**src/rtl/fdu_pkg.sv**
```systemverilog
// Shared types for the frame descriptor update sequencer.
// Assumes: the write kind encoding is visible to host-side decoders.
package fdu_pkg;

    // Kind of host write; the numeric codes are part of the port contract.
    typedef enum logic [1:0] {
        WK_SOF = 2'd0,
        WK_EOF = 2'd1,
        WK_WB  = 2'd2,
        WK_MSI = 2'd3
    } wr_kind_e;

    // Set of writes still owed for one accepted beat.
    typedef struct packed {
        logic sof;
        logic eof;
        logic wb;
        logic msi;
    } op_set_t;

    // Highest-priority owed write, in the fixed issue order.
    function automatic wr_kind_e first_op(input op_set_t ops);
        if (ops.sof)      return WK_SOF;
        else if (ops.eof) return WK_EOF;
        else if (ops.wb)  return WK_WB;
        else              return WK_MSI;
    endfunction

    // Remove one write kind from an owed set.
    function automatic op_set_t drop_op(input op_set_t ops, input wr_kind_e k);
        op_set_t r;
        r = ops;
        case (k)
            WK_SOF:  r.sof = 1'b0;
            WK_EOF:  r.eof = 1'b0;
            WK_WB:   r.wb  = 1'b0;
            default: r.msi = 1'b0;
        endcase
        return r;
    endfunction

endpackage

```
**src/rtl/fdu_desc_slot.sv**
```systemverilog
// One-deep holding register for the active receive descriptor.
// Loads an offered descriptor when empty and empties on release.
// Assumes: release is only raised while a descriptor is held.
module fdu_desc_slot #(
    parameter int ADDR_W = 64,
    parameter int LEN_W  = 21
) (
    input  logic              clk,
    input  logic              rst_n,
    input  logic              in_valid,
    output logic              in_ready,
    input  logic [ADDR_W-1:0] in_addr,
    input  logic [LEN_W-1:0]  in_len,
    input  logic              in_wb,
    input  logic              in_irq,
    input  logic              release_i,
    output logic              held,
    output logic [ADDR_W-1:0] cur_addr,
    output logic [LEN_W-1:0]  cur_len,
    output logic              cur_wb,
    output logic              cur_irq
);

    logic              held_q;
    logic [ADDR_W-1:0] addr_q;
    logic [LEN_W-1:0]  len_q;
    logic              wb_q;
    logic              irq_q;

    // Occupancy: set on load, cleared when the descriptor ends.
    always_ff @(posedge clk) begin
        if (!rst_n) begin
            held_q <= 1'b0;
        end else if (release_i) begin
            held_q <= 1'b0;
        end else if (in_valid && !held_q) begin
            held_q <= 1'b1;
        end
    end

    // Descriptor fields captured on load.
    always_ff @(posedge clk) begin
        if (!rst_n) begin
            addr_q <= '0;
            len_q  <= '0;
            wb_q   <= 1'b0;
            irq_q  <= 1'b0;
        end else if (in_valid && !held_q) begin
            addr_q <= in_addr;
            len_q  <= in_len;
            wb_q   <= in_wb;
            irq_q  <= in_irq;
        end
    end

    // Slot outputs.
    always_comb begin
        in_ready = !held_q;
        held     = held_q;
        cur_addr = addr_q;
        cur_len  = len_q;
        cur_wb   = wb_q;
        cur_irq  = irq_q;
    end

endmodule

```
**src/rtl/fdu_frame_track.sv**
```systemverilog
// Per-descriptor byte counter and frame boundary tracker.
// For each accepted beat it reports whether the beat opens a frame,
// closes one, ends the descriptor, and the running byte total.
// Assumes: beat_bytes is nonzero; cur_len is nonzero.
module fdu_frame_track #(
    parameter int LEN_W   = 21,
    parameter int BYTES_W = 6
) (
    input  logic               clk,
    input  logic               rst_n,
    input  logic               beat_fire,
    input  logic               beat_sof,
    input  logic               beat_eof,
    input  logic [BYTES_W-1:0] beat_bytes,
    input  logic [LEN_W-1:0]   cur_len,
    output logic               ev_start,
    output logic               ev_eof,
    output logic               ev_done,
    output logic               ev_dsof,
    output logic [LEN_W-1:0]   ev_count
);

    logic [LEN_W-1:0] cnt_q;
    logic             dsof_q;
    logic             after_eof_q;
    logic [LEN_W-1:0] sum;

    // Beat classification against the held descriptor.
    always_comb begin
        sum      = cnt_q + LEN_W'(beat_bytes);
        ev_start = beat_sof || after_eof_q;
        ev_eof   = beat_eof;
        ev_done  = beat_eof || (sum >= cur_len);
        ev_dsof  = dsof_q || ev_start;
        ev_count = sum;
    end

    // Running count and start-seen flag, cleared when the descriptor ends.
    always_ff @(posedge clk) begin
        if (!rst_n) begin
            cnt_q  <= '0;
            dsof_q <= 1'b0;
        end else if (beat_fire) begin
            if (ev_done) begin
                cnt_q  <= '0;
                dsof_q <= 1'b0;
            end else begin
                cnt_q  <= sum;
                dsof_q <= ev_dsof;
            end
        end
    end

    // Marks that the next accepted beat begins a new frame.
    always_ff @(posedge clk) begin
        if (!rst_n) begin
            after_eof_q <= 1'b1;
        end else if (beat_fire) begin
            after_eof_q <= ev_done && beat_eof;
        end
    end

endmodule

```
**src/rtl/fdu_head_ptr.sv**
```systemverilog
// Consumed head pointer over a power-of-two ring.
// Assumes: ring size is 2**RING_AW, so wrap is plain overflow.
module fdu_head_ptr #(
    parameter int RING_AW = 4
) (
    input  logic               clk,
    input  logic               rst_n,
    input  logic               advance,
    output logic [RING_AW-1:0] ptr
);

    logic [RING_AW-1:0] ptr_q;

    // Step by one per completed descriptor.
    always_ff @(posedge clk) begin
        if (!rst_n) begin
            ptr_q <= '0;
        end else if (advance) begin
            ptr_q <= ptr_q + 1'b1;
        end
    end

    // Drive the pointer out.
    always_comb ptr = ptr_q;

endmodule

```
**src/rtl/fdu_wr_sched.sv**
```systemverilog
// Ordered issuer of host writes owed for one accepted beat.
// Captures the owed set and a snapshot of the descriptor fields at the
// beat, then emits start update, end update, writeback and MSI-X in
// that order over one valid/ready port.
// Assumes: capture is never raised while busy is high.
module fdu_wr_sched
    import fdu_pkg::*;
#(
    parameter int ADDR_W   = 64,
    parameter int DATA_W   = 32,
    parameter int LEN_W    = 21,
    parameter int RING_AW  = 4,
    parameter int STAT_OFS = 12
) (
    input  logic               clk,
    input  logic               rst_n,
    input  logic               capture,
    input  logic               ev_start,
    input  logic               ev_eof,
    input  logic               ev_done,
    input  logic               ev_dsof,
    input  logic [LEN_W-1:0]   ev_count,
    input  logic [ADDR_W-1:0]  d_addr,
    input  logic               d_wb,
    input  logic               d_irq,
    input  logic               glb_en,
    input  logic [ADDR_W-1:0]  wb_addr,
    input  logic [ADDR_W-1:0]  msi_addr,
    input  logic [DATA_W-1:0]  msi_data,
    input  logic [RING_AW-1:0] head,
    output logic               busy,
    output logic               wr_valid,
    input  logic               wr_ready,
    output logic [1:0]         wr_kind,
    output logic [ADDR_W-1:0]  wr_addr,
    output logic [DATA_W-1:0]  wr_data
);

    localparam int PAD_W = DATA_W - 2 - LEN_W;

    op_set_t           pend_q;
    op_set_t           capt_set;
    logic [ADDR_W-1:0] stat_addr_q;
    logic [DATA_W-1:0] eof_data_q;
    wr_kind_e          cur_k;
    logic              notify;

    // Writes owed for the beat being captured.
    always_comb begin
        notify       = ev_start || ev_done;
        capt_set.sof = ev_start;
        capt_set.eof = ev_eof;
        capt_set.wb  = notify && glb_en && d_wb;
        capt_set.msi = notify && glb_en && d_irq;
    end

    // Owed set: loaded at the beat, one kind removed per accepted write.
    always_ff @(posedge clk) begin
        if (!rst_n) begin
            pend_q <= '0;
        end else if (capture) begin
            pend_q <= capt_set;
        end else if (wr_valid && wr_ready) begin
            pend_q <= drop_op(pend_q, cur_k);
        end
    end

    // Snapshot of descriptor status address and end-update word.
    always_ff @(posedge clk) begin
        if (!rst_n) begin
            stat_addr_q <= '0;
            eof_data_q  <= '0;
        end else if (capture) begin
            stat_addr_q <= d_addr + ADDR_W'(STAT_OFS);
            eof_data_q  <= {ev_dsof, 1'b1, {PAD_W{1'b0}}, ev_count};
        end
    end

    // Present the highest-priority owed write.
    always_comb begin
        busy     = |pend_q;
        wr_valid = busy;
        cur_k    = first_op(pend_q);
        wr_kind  = cur_k;
        case (cur_k)
            WK_SOF: begin
                wr_addr = stat_addr_q;
                wr_data = {1'b1, {(DATA_W-1){1'b0}}};
            end
            WK_EOF: begin
                wr_addr = stat_addr_q;
                wr_data = eof_data_q;
            end
            WK_WB: begin
                wr_addr = wb_addr;
                wr_data = DATA_W'(head);
            end
            default: begin
                wr_addr = msi_addr;
                wr_data = msi_data;
            end
        endcase
    end

endmodule

```
**src/rtl/frame_desc_seq.sv**
```systemverilog
// Stream frame descriptor update sequencer, top level.
// Joins the descriptor slot, the frame tracker, the head pointer and
// the ordered write scheduler. The sink takes a beat only when a
// descriptor is held and no write is owed.
// Assumes: st_bytes is 1..BEAT_BYTES; descriptor lengths are nonzero.
module frame_desc_seq #(
    parameter int ADDR_W     = 64,
    parameter int DATA_W     = 32,
    parameter int LEN_W      = 21,
    parameter int BEAT_BYTES = 32,
    parameter int RING_AW    = 4,
    parameter int STAT_OFS   = 12,
    localparam int BYTES_W   = $clog2(BEAT_BYTES + 1)
) (
    input  logic               clk,
    input  logic               rst_n,
    input  logic               glb_notify_en,
    input  logic [ADDR_W-1:0]  wb_addr,
    input  logic [ADDR_W-1:0]  msi_addr,
    input  logic [DATA_W-1:0]  msi_data,
    input  logic               desc_valid,
    output logic               desc_ready,
    input  logic [ADDR_W-1:0]  desc_addr,
    input  logic [LEN_W-1:0]   desc_len,
    input  logic               desc_wb_en,
    input  logic               desc_irq_en,
    input  logic               st_valid,
    output logic               st_ready,
    input  logic               st_sof,
    input  logic               st_eof,
    input  logic [BYTES_W-1:0] st_bytes,
    output logic               wr_valid,
    input  logic               wr_ready,
    output logic [1:0]         wr_kind,
    output logic [ADDR_W-1:0]  wr_addr,
    output logic [DATA_W-1:0]  wr_data,
    output logic [RING_AW-1:0] head_ptr
);

    logic              held;
    logic [ADDR_W-1:0] cur_addr;
    logic [LEN_W-1:0]  cur_len;
    logic              cur_wb;
    logic              cur_irq;
    logic              busy;
    logic              fire;
    logic              ev_start;
    logic              ev_eof;
    logic              ev_done;
    logic              ev_dsof;
    logic [LEN_W-1:0]  ev_count;

    // Sink handshake: a beat needs a held descriptor and an idle write port.
    always_comb begin
        st_ready = held && !busy;
        fire     = st_valid && st_ready;
    end

    fdu_desc_slot #(
        .ADDR_W (ADDR_W),
        .LEN_W  (LEN_W)
    ) slot_i (
        .clk       (clk),
        .rst_n     (rst_n),
        .in_valid  (desc_valid),
        .in_ready  (desc_ready),
        .in_addr   (desc_addr),
        .in_len    (desc_len),
        .in_wb     (desc_wb_en),
        .in_irq    (desc_irq_en),
        .release_i (fire && ev_done),
        .held      (held),
        .cur_addr  (cur_addr),
        .cur_len   (cur_len),
        .cur_wb    (cur_wb),
        .cur_irq   (cur_irq)
    );

    fdu_frame_track #(
        .LEN_W   (LEN_W),
        .BYTES_W (BYTES_W)
    ) track_i (
        .clk        (clk),
        .rst_n      (rst_n),
        .beat_fire  (fire),
        .beat_sof   (st_sof),
        .beat_eof   (st_eof),
        .beat_bytes (st_bytes),
        .cur_len    (cur_len),
        .ev_start   (ev_start),
        .ev_eof     (ev_eof),
        .ev_done    (ev_done),
        .ev_dsof    (ev_dsof),
        .ev_count   (ev_count)
    );

    fdu_head_ptr #(
        .RING_AW (RING_AW)
    ) head_i (
        .clk     (clk),
        .rst_n   (rst_n),
        .advance (fire && ev_done),
        .ptr     (head_ptr)
    );

    fdu_wr_sched #(
        .ADDR_W   (ADDR_W),
        .DATA_W   (DATA_W),
        .LEN_W    (LEN_W),
        .RING_AW  (RING_AW),
        .STAT_OFS (STAT_OFS)
    ) sched_i (
        .clk      (clk),
        .rst_n    (rst_n),
        .capture  (fire),
        .ev_start (ev_start),
        .ev_eof   (ev_eof),
        .ev_done  (ev_done),
        .ev_dsof  (ev_dsof),
        .ev_count (ev_count),
        .d_addr   (cur_addr),
        .d_wb     (cur_wb),
        .d_irq    (cur_irq),
        .glb_en   (glb_notify_en),
        .wb_addr  (wb_addr),
        .msi_addr (msi_addr),
        .msi_data (msi_data),
        .head     (head_ptr),
        .busy     (busy),
        .wr_valid (wr_valid),
        .wr_ready (wr_ready),
        .wr_kind  (wr_kind),
        .wr_addr  (wr_addr),
        .wr_data  (wr_data)
    );

endmodule

```
**config.mk**
```make
export PLATFORM = sky130hd
export DESIGN_NAME = frame_desc_seq
export DESIGN_NICKNAME = d
export VERILOG_FILES = /design/src/rtl/fdu_pkg.sv /design/src/rtl/fdu_desc_slot.sv /design/src/rtl/fdu_frame_track.sv /design/src/rtl/fdu_head_ptr.sv /design/src/rtl/fdu_wr_sched.sv /design/src/rtl/frame_desc_seq.sv
export SDC_FILE = /design/constraint.sdc
export NUM_CORES = 1
export LEC_CHECK = 0
export BUFFER_PORTS_ARGS = -buffer_cell sky130_fd_sc_hd__buf_4
export CAP_MARGIN = 20
export CORE_UTILIZATION = 47
export CTS_CLUSTER_SIZE = 12
export DETAILED_ROUTE_END_ITERATION = 8
export GPL_TIMING_DRIVEN = 0
export PLACE_DENSITY = 0.85
export SYNTH_ARGS = -nofsm -noshare
export SYNTH_HDL_FRONTEND = slang
export SYNTH_SLANG_ARGS = --single-unit
```
**constraint.sdc**
```tcl
create_clock -name clk -period 4.4 [get_ports clk]
set_input_delay 0.88 -clock clk [delete_from_list [all_inputs] [get_ports clk]]
set_output_delay 0.88 -clock clk [all_outputs]
set_load 0.01 [all_outputs]
```
* Yosys cells after proc, flatten, opt, wreduce, memory -nomap -nowiden
Cells that the tools add are included.
Storage, ports and cells: bits in registers 206, bits in latches 0, bits in writable memories 0, ROM bits 0, output and inout port bits 105, logic and storage cells 64, memories 0
Operators by class: add/subtract/negate cells 3, multiply operators 0, divide/modulo/power cells 0, order comparisons 1, equality and inequality tests 3, shifts and indexed selects 0, muxes and demuxes 13, bitwise logic cells 1, reductions and logical operators 28
Operator list (count):
- 64-bit case mux with 2 select lines | 1
- 32-bit case mux with 3 select lines | 1
- 64-bit by 4-bit adder with 64-bit output (second input constant) | 1
- 21-bit by 6-bit adder with 21-bit output | 1
- 21-bit >= comparator | 1
- 21-bit 2-to-1 mux | 1
- 1-bit logical AND | 9
- 4-bit 2-to-1 mux | 2
- 2-bit AND reduction | 4
- 2-bit nonzero test | 4
- 1-bit 2-to-1 mux | 6
- 4-bit by 1-bit adder with 4-bit output (second input constant) | 1
- 1-bit logical OR | 4
- 2-bit 2-to-1 mux | 2
- 2-bit OR reduction | 2
- 4-bit OR reduction | 1
- 3-bit OR reduction | 1
- 2-bit by 1-bit equality test with 1-bit output (second input constant) | 1
- 2-bit equality test (second input constant) | 1
- 1-bit zero test | 2
- 2-bit zero test | 1
- 2-bit by 1-bit != test with 1-bit output (second input constant) | 1
- 1-bit inverter | 1

* Depth between registers and ports, before layout
word-level depth 8, mapped depth 17, depth with buffers taken out 15

* Hierarchy
A second synthesis with hierarchy kept.
Second synthesis, totals: cell total of the unflattened synthesis 1500, area, all modules 12124.1 sq um
By module, submodules not included:
- fdu_wr_sched | instances 1, cells an instance 845, area an instance 6326.1 sq um, seq. area each 1821.7 sq um
- fdu_desc_slot | instances 1, cells an instance 382, area an instance 3485.8 sq um, seq. area each 1761.7 sq um
- fdu_frame_track | instances 1, cells an instance 254, area an instance 2107.0 sq um, seq. area each 460.4 sq um
- fdu_head_ptr | instances 1, cells an instance 16, area an instance 176.4 sq um, seq. area each 80.1 sq um
- frame_desc_seq | instances 1, cells an instance 3, area an instance 28.8 sq um, seq. area each 0.0 sq um

* Least setup slack after synthesis
No wires, ideal clock.
path kind input to register, start point input port st_bytes[0], end point register track_i.cnt_q[18], setup time 0.153 ns, arrival 4.091 ns, data required time 4.247 ns, path slack 0.157 ns, cell stages on the path 17, buffers on the path 2, cell sequence ha_1 > fa_1 > a211oi_1 > o21a_1 > nor2_1 > nand3_1 > xor2_1 > inv_1 > ha_1 > nand4_1 > nor3_1 > nor3_1 > or3b_2 > clkbuf_1 > clkbuf_1 > nand4_1 > o311ai_0
On the way: cells in the longest elaborated chain, start to end 4
Ends and longest elaborated chain:
- start: declaration | line frame_desc_seq.sv:31 | input logic [BYTES_W-1:0] st_bytes,
- 21-bit by 6-bit adder with 21-bit output | line fdu_frame_track.sv:30 | sum = cnt_q + LEN_W'(beat_bytes);
- via ev_count[10] | line frame_desc_seq.sv:51 | logic [LEN_W-1:0] ev_count;
- 21-bit >= comparator | line fdu_frame_track.sv:33 | ev_done = beat_eof || (sum >= cur_len);
- 1-bit logical OR | line fdu_frame_track.sv:33
- 21-bit 2-to-1 mux | line fdu_frame_track.sv:44 | if (ev_done) begin
- end signal: assignment | line fdu_frame_track.sv:48 | cnt_q <= sum;
- end: declaration | line fdu_frame_track.sv:23 | logic [LEN_W-1:0] cnt_q;
The timed path passes the listed nets, and every way through them passes these cells. A chain may end at the register's enable or synchronous reset.

* Worst setup path in the final report
start point input port st_bytes[0], end point register head_i.ptr_q[1], in the netlist head_i.ptr[1]
On the way: cells in the longest elaborated chain, start to end 4
Ends and longest elaborated chain:
- 21-bit by 6-bit adder with 21-bit output | line fdu_frame_track.sv:30
- via ev_count[10] | line frame_desc_seq.sv:51
- 21-bit >= comparator | line fdu_frame_track.sv:33
- 1-bit logical OR | line fdu_frame_track.sv:33
- 1-bit logical AND | line frame_desc_seq.sv:102 | .advance (fire && ev_done),
- end signal: assignment | line fdu_head_ptr.sv:19 | ptr_q <= ptr_q + 1'b1;
- end: declaration | line fdu_head_ptr.sv:12 | logic [RING_AW-1:0] ptr_q;
The timed path passes the listed nets, and every way through them passes these cells.

==> results by group <==
Synth
  – Post-synthesis instance area: 0.0112 mm^2
  – Commonest cells post-synth: nand2_1, dfxtp_1, a21oi_1
  – Top FF cell, synth: dfxtp_1
  – Number of synthesized flops with an enable pin: 0
  – Synth Register Bits: 206
  – Async set-or-reset flop fraction in the synthesized netlist: 0%
  – Top cell type's share of synthesized area: 36.7%
  – Synth cell types: 56
  – Count leader, synth: nand2_1
  – Synth warn: 0
  – Leading post-synthesis cells by cell area: dfxtp_1, nand2_1, a21oi_1, mux2i_1, o21ai_0
  – Post-synth top area cell: dfxtp_1
  – Post-Synthesis Cells: 1,476
  – Syn nets: 1,767
  – Sequential fraction of the synthesis area: 36.7%
  – Synth Area per Inst: 7.61 um^2

Critical path
  – Critical Path Source Type: input port
  – CP required: 4.84 ns
  – FF-to-FF End: head_i.ptr[1]
  – R2R setup slack: 0.37 ns
  – Worst Path Class, Setup: in -> reg
  – Worst setup EP type: register
  – R2r startpoint: track_i.cnt_q[6]
  – Critical path arrival: 4.64 ns
  – Max FO, Critical Path: 10
  – R2R depth: 13

Drt
  – Routed via count: 12.6k
  – WL/cell: 19.3 um
  – 1st-iter DRT viols: 995
  – # DRC: 0
  – Metal-1 WL: 17,100 um
  – Final wirelength: 42,500 um
  – Vias per cell: 5.72
  – Initial DRT Pass Iterations: 5
  – Detail Route met3 WL: 3580 um
  – Metal2 WL: 20,300 um
  – Top layer reached by signal wires: met4
  – DRT antenna net count: 0

Clocking
  – Root buf cell: clkbuf_16
  – CTS Hold Bufs: 0
  – TritonCTS Buffers: 23
  – H-Tree Depth: 1
  – Clock Sinks: 206
  – CTS Buffer Depth: 3
  – Reg clk slew, reported paths: 0.06 ns
  – CTS tree: done
  – Clk_lat worst skew: 0.51 ns

Global routing
  – Initial antenna violation count: 0
  – GR Overflow Total: 0
  – Largest net degree at the start of global routing: 13
  – Global-route wire length before repair: 62,500 um
  – Vias in the first global route: 11.7k
  – Total track usage: 33.4%

Worst hold path
  – Hold depth: 2
  – Worst hold path endpoint: slot_i.cur_len[13]
  – Hold_sp: slot_i.cur_len[13]
  – Tightest Hold Check Type: reg -> reg

STA
  – Hold slack: 0.456 ns
  – Max-Slew Margin vs Limit: 26.4%
  – Min Clock Period, post-route: 4.20 ns
  – Max Clk Rate: 238 MHz
  – Fin. Hold Viols: 0
  – Setup violations, final: 0
  – RSZ-0062 raised after global routing: false
  – Final worst path period share: 95.4%
  – Setup clock skew after layout: 0.0118 ns
  – Final Slew Violations: 0
  – Worst slew pin tran: 1.10 ns
  – Setup TNS: 0 ns

Placed design
  – DP HPWL: 32,700 um
  – I/O Buffers: 365
  – GP Congestion: 0.954

Floorplanning
  – Full die area: 0.0245 mm^2
  – Rows: 56
  – I/O Pins: 366
  – Initial core utilization: 47.9%
  – Die height: 157 um
  – Core Area: 0.0235 mm^2
  – Die width: 157 um

Power
  – Leak Pwr: 0.00610 uW
  – Total power: 4890 uW
  – Logic pwr share: 19.4%
  – Switching fraction of total power: 28.2%
  – Power per cell area: 322 mW/mm^2
  – Reg power frac: 42.2%
  – Sw Pwr: 1380 uW
  – Clk network pwr share: 38.4%
  – Peak VDD IR: 0.211 mV
  – Int Power: 3510 uW

Outcome
  – Status: finished, final reports clean

Final layout
  – Filler cell count: 1,992
  – Fin nets: 2,158
  – Layout cells sized above 1: 23.2%
  – Area Overhead vs Synth: 35.0%
  – Antenna cell count: 0

Job
  – Max_cap viols: 0
==> worst max path at each step <==
| stage | from | endpoint | depth (start not counted) |
|---|---|---|---|
| after floorplan | st_bytes[0] | track_i.cnt_q[18] | 17 |
| after global placement | st_bytes[0] | track_i.cnt_q[17] | 16 |
| after detailed placement | st_bytes[0] | track_i.cnt_q[15] | 16 |
| after CTS | st_bytes[0] | track_i.cnt_q[15] | 17 |
| after global routing | st_bytes[0] | track_i.cnt_q[19] | 14 |
| final | st_bytes[0] | head_i.ptr[1] | 16 |
==> timing repair <==
item,CTS,global route
resized for setup,11,14
pin swaps,0,2
endpoints found under the hold margin,0,0
setup buffers,0,2
setup endpoints to repair,57,40
==> layout make-up <==
class / count / area [um^2] / area share, %
multi-input combinational: 1125 / 6600 / 43.5
inverter: 35 / 131 / 0.866
tap: 319 / 399 / 2.63
clock buffer: 34 / 667 / 4.40
buffer: 109 / 447 / 2.94
sequential: 206 / 4120 / 27.2
timing repair buffer: 367 / 2760 / 18.2
clock inverter: 5 / 52.6 / 0.346
==> worst max-delay path, cell delays in order <==
cell      delay [ns]
buf_4           0.11
ha_1            0.23
fa_2            0.38
a211oi_2        0.23
o21a_2          0.21
nor2_1          0.11
nand3_1         0.13
xor2_2          0.24
inv_1           0.09
ha_1            0.31
nand4_1         0.15
nor4_1          0.36
o2111a_1        0.31
a21oi_4         0.13
a21oi_1         0.50
mux2i_1         0.25
==> power groups by stage <==
stage               clock network [uW]  logic [uW]  registers [uW]
finish                            1880         947            2060
global route                      1960        1020            2070
CTS                               1880         932            2060
detailed placement                   0         923            2100
global placement                     0         906            2100
floorplan                            0         452            2070
==> sequential cells by signal (all words and copies together) (netlist names) <==
register             cells
slot_i.cur_len          21
slot_i.cur_addr         64
track_i.after_eof_q      1
head_i.ptr               4
sched_i.eof_data_q      23
slot_i.cur_irq           1
slot_i.held              1
sched_i.pend_q           4
sched_i.stat_addr_q     64
track_i.cnt_q           21
slot_i.cur_wb            1
track_i.dsof_q           1
==> cell usage in the layout (no fill, tap or decap), types with 29 or more instances in the layout <==
cell and instances:
a21oi_1 161, buf_4 369, clkbuf_1 88, dfxtp_1 206
ha_1 29, inv_1 34, mux2i_1 72, nand2_1 313
nand3_1 34, nand4_1 41, nor2_1 81, nor3_1 29
o21ai_0 114, xor2_1 56
==> per-stage QoR <==
stage	instances	utilization [%]	setup WS, ns	instance area [um^2]
finish	2200	64.6	0.201	15200
global route	2200	64.6	0.0306	15200
CTS	2199	64.4	0.00327	15100
detailed placement	2160	61.2	-0.879	14400
global placement	2160	61.2	-0.799	14400
floorplan	1476	-	0.157	11200
==> metal layers <==
layer | global-route usage (%) | vias to the layer above
li1 | - | 5925
met1 | 41.6 | 5921
met2 | 57.3 | 647
met3 | 5.48 | 101
met4 | 12.8 | 0
met5 | 0 | -
==> kinds of logic (layout without fill, tap and decap cells) <==
family	after synthesis	count (layout)	share of synthesized area (%)
AOI/OAI and AO/OA	364	364	18.6
xor gates and xnor gates	76	76	5.92
adders and majority gates	30	30	3.41
buffers and inverters	145	550	5.04
DFF	206	206	36.7
muxes	72	72	6.41
and+or+nand+nor	583	583	23.9
Note: power is estimated with default switching activity, not from simulation.
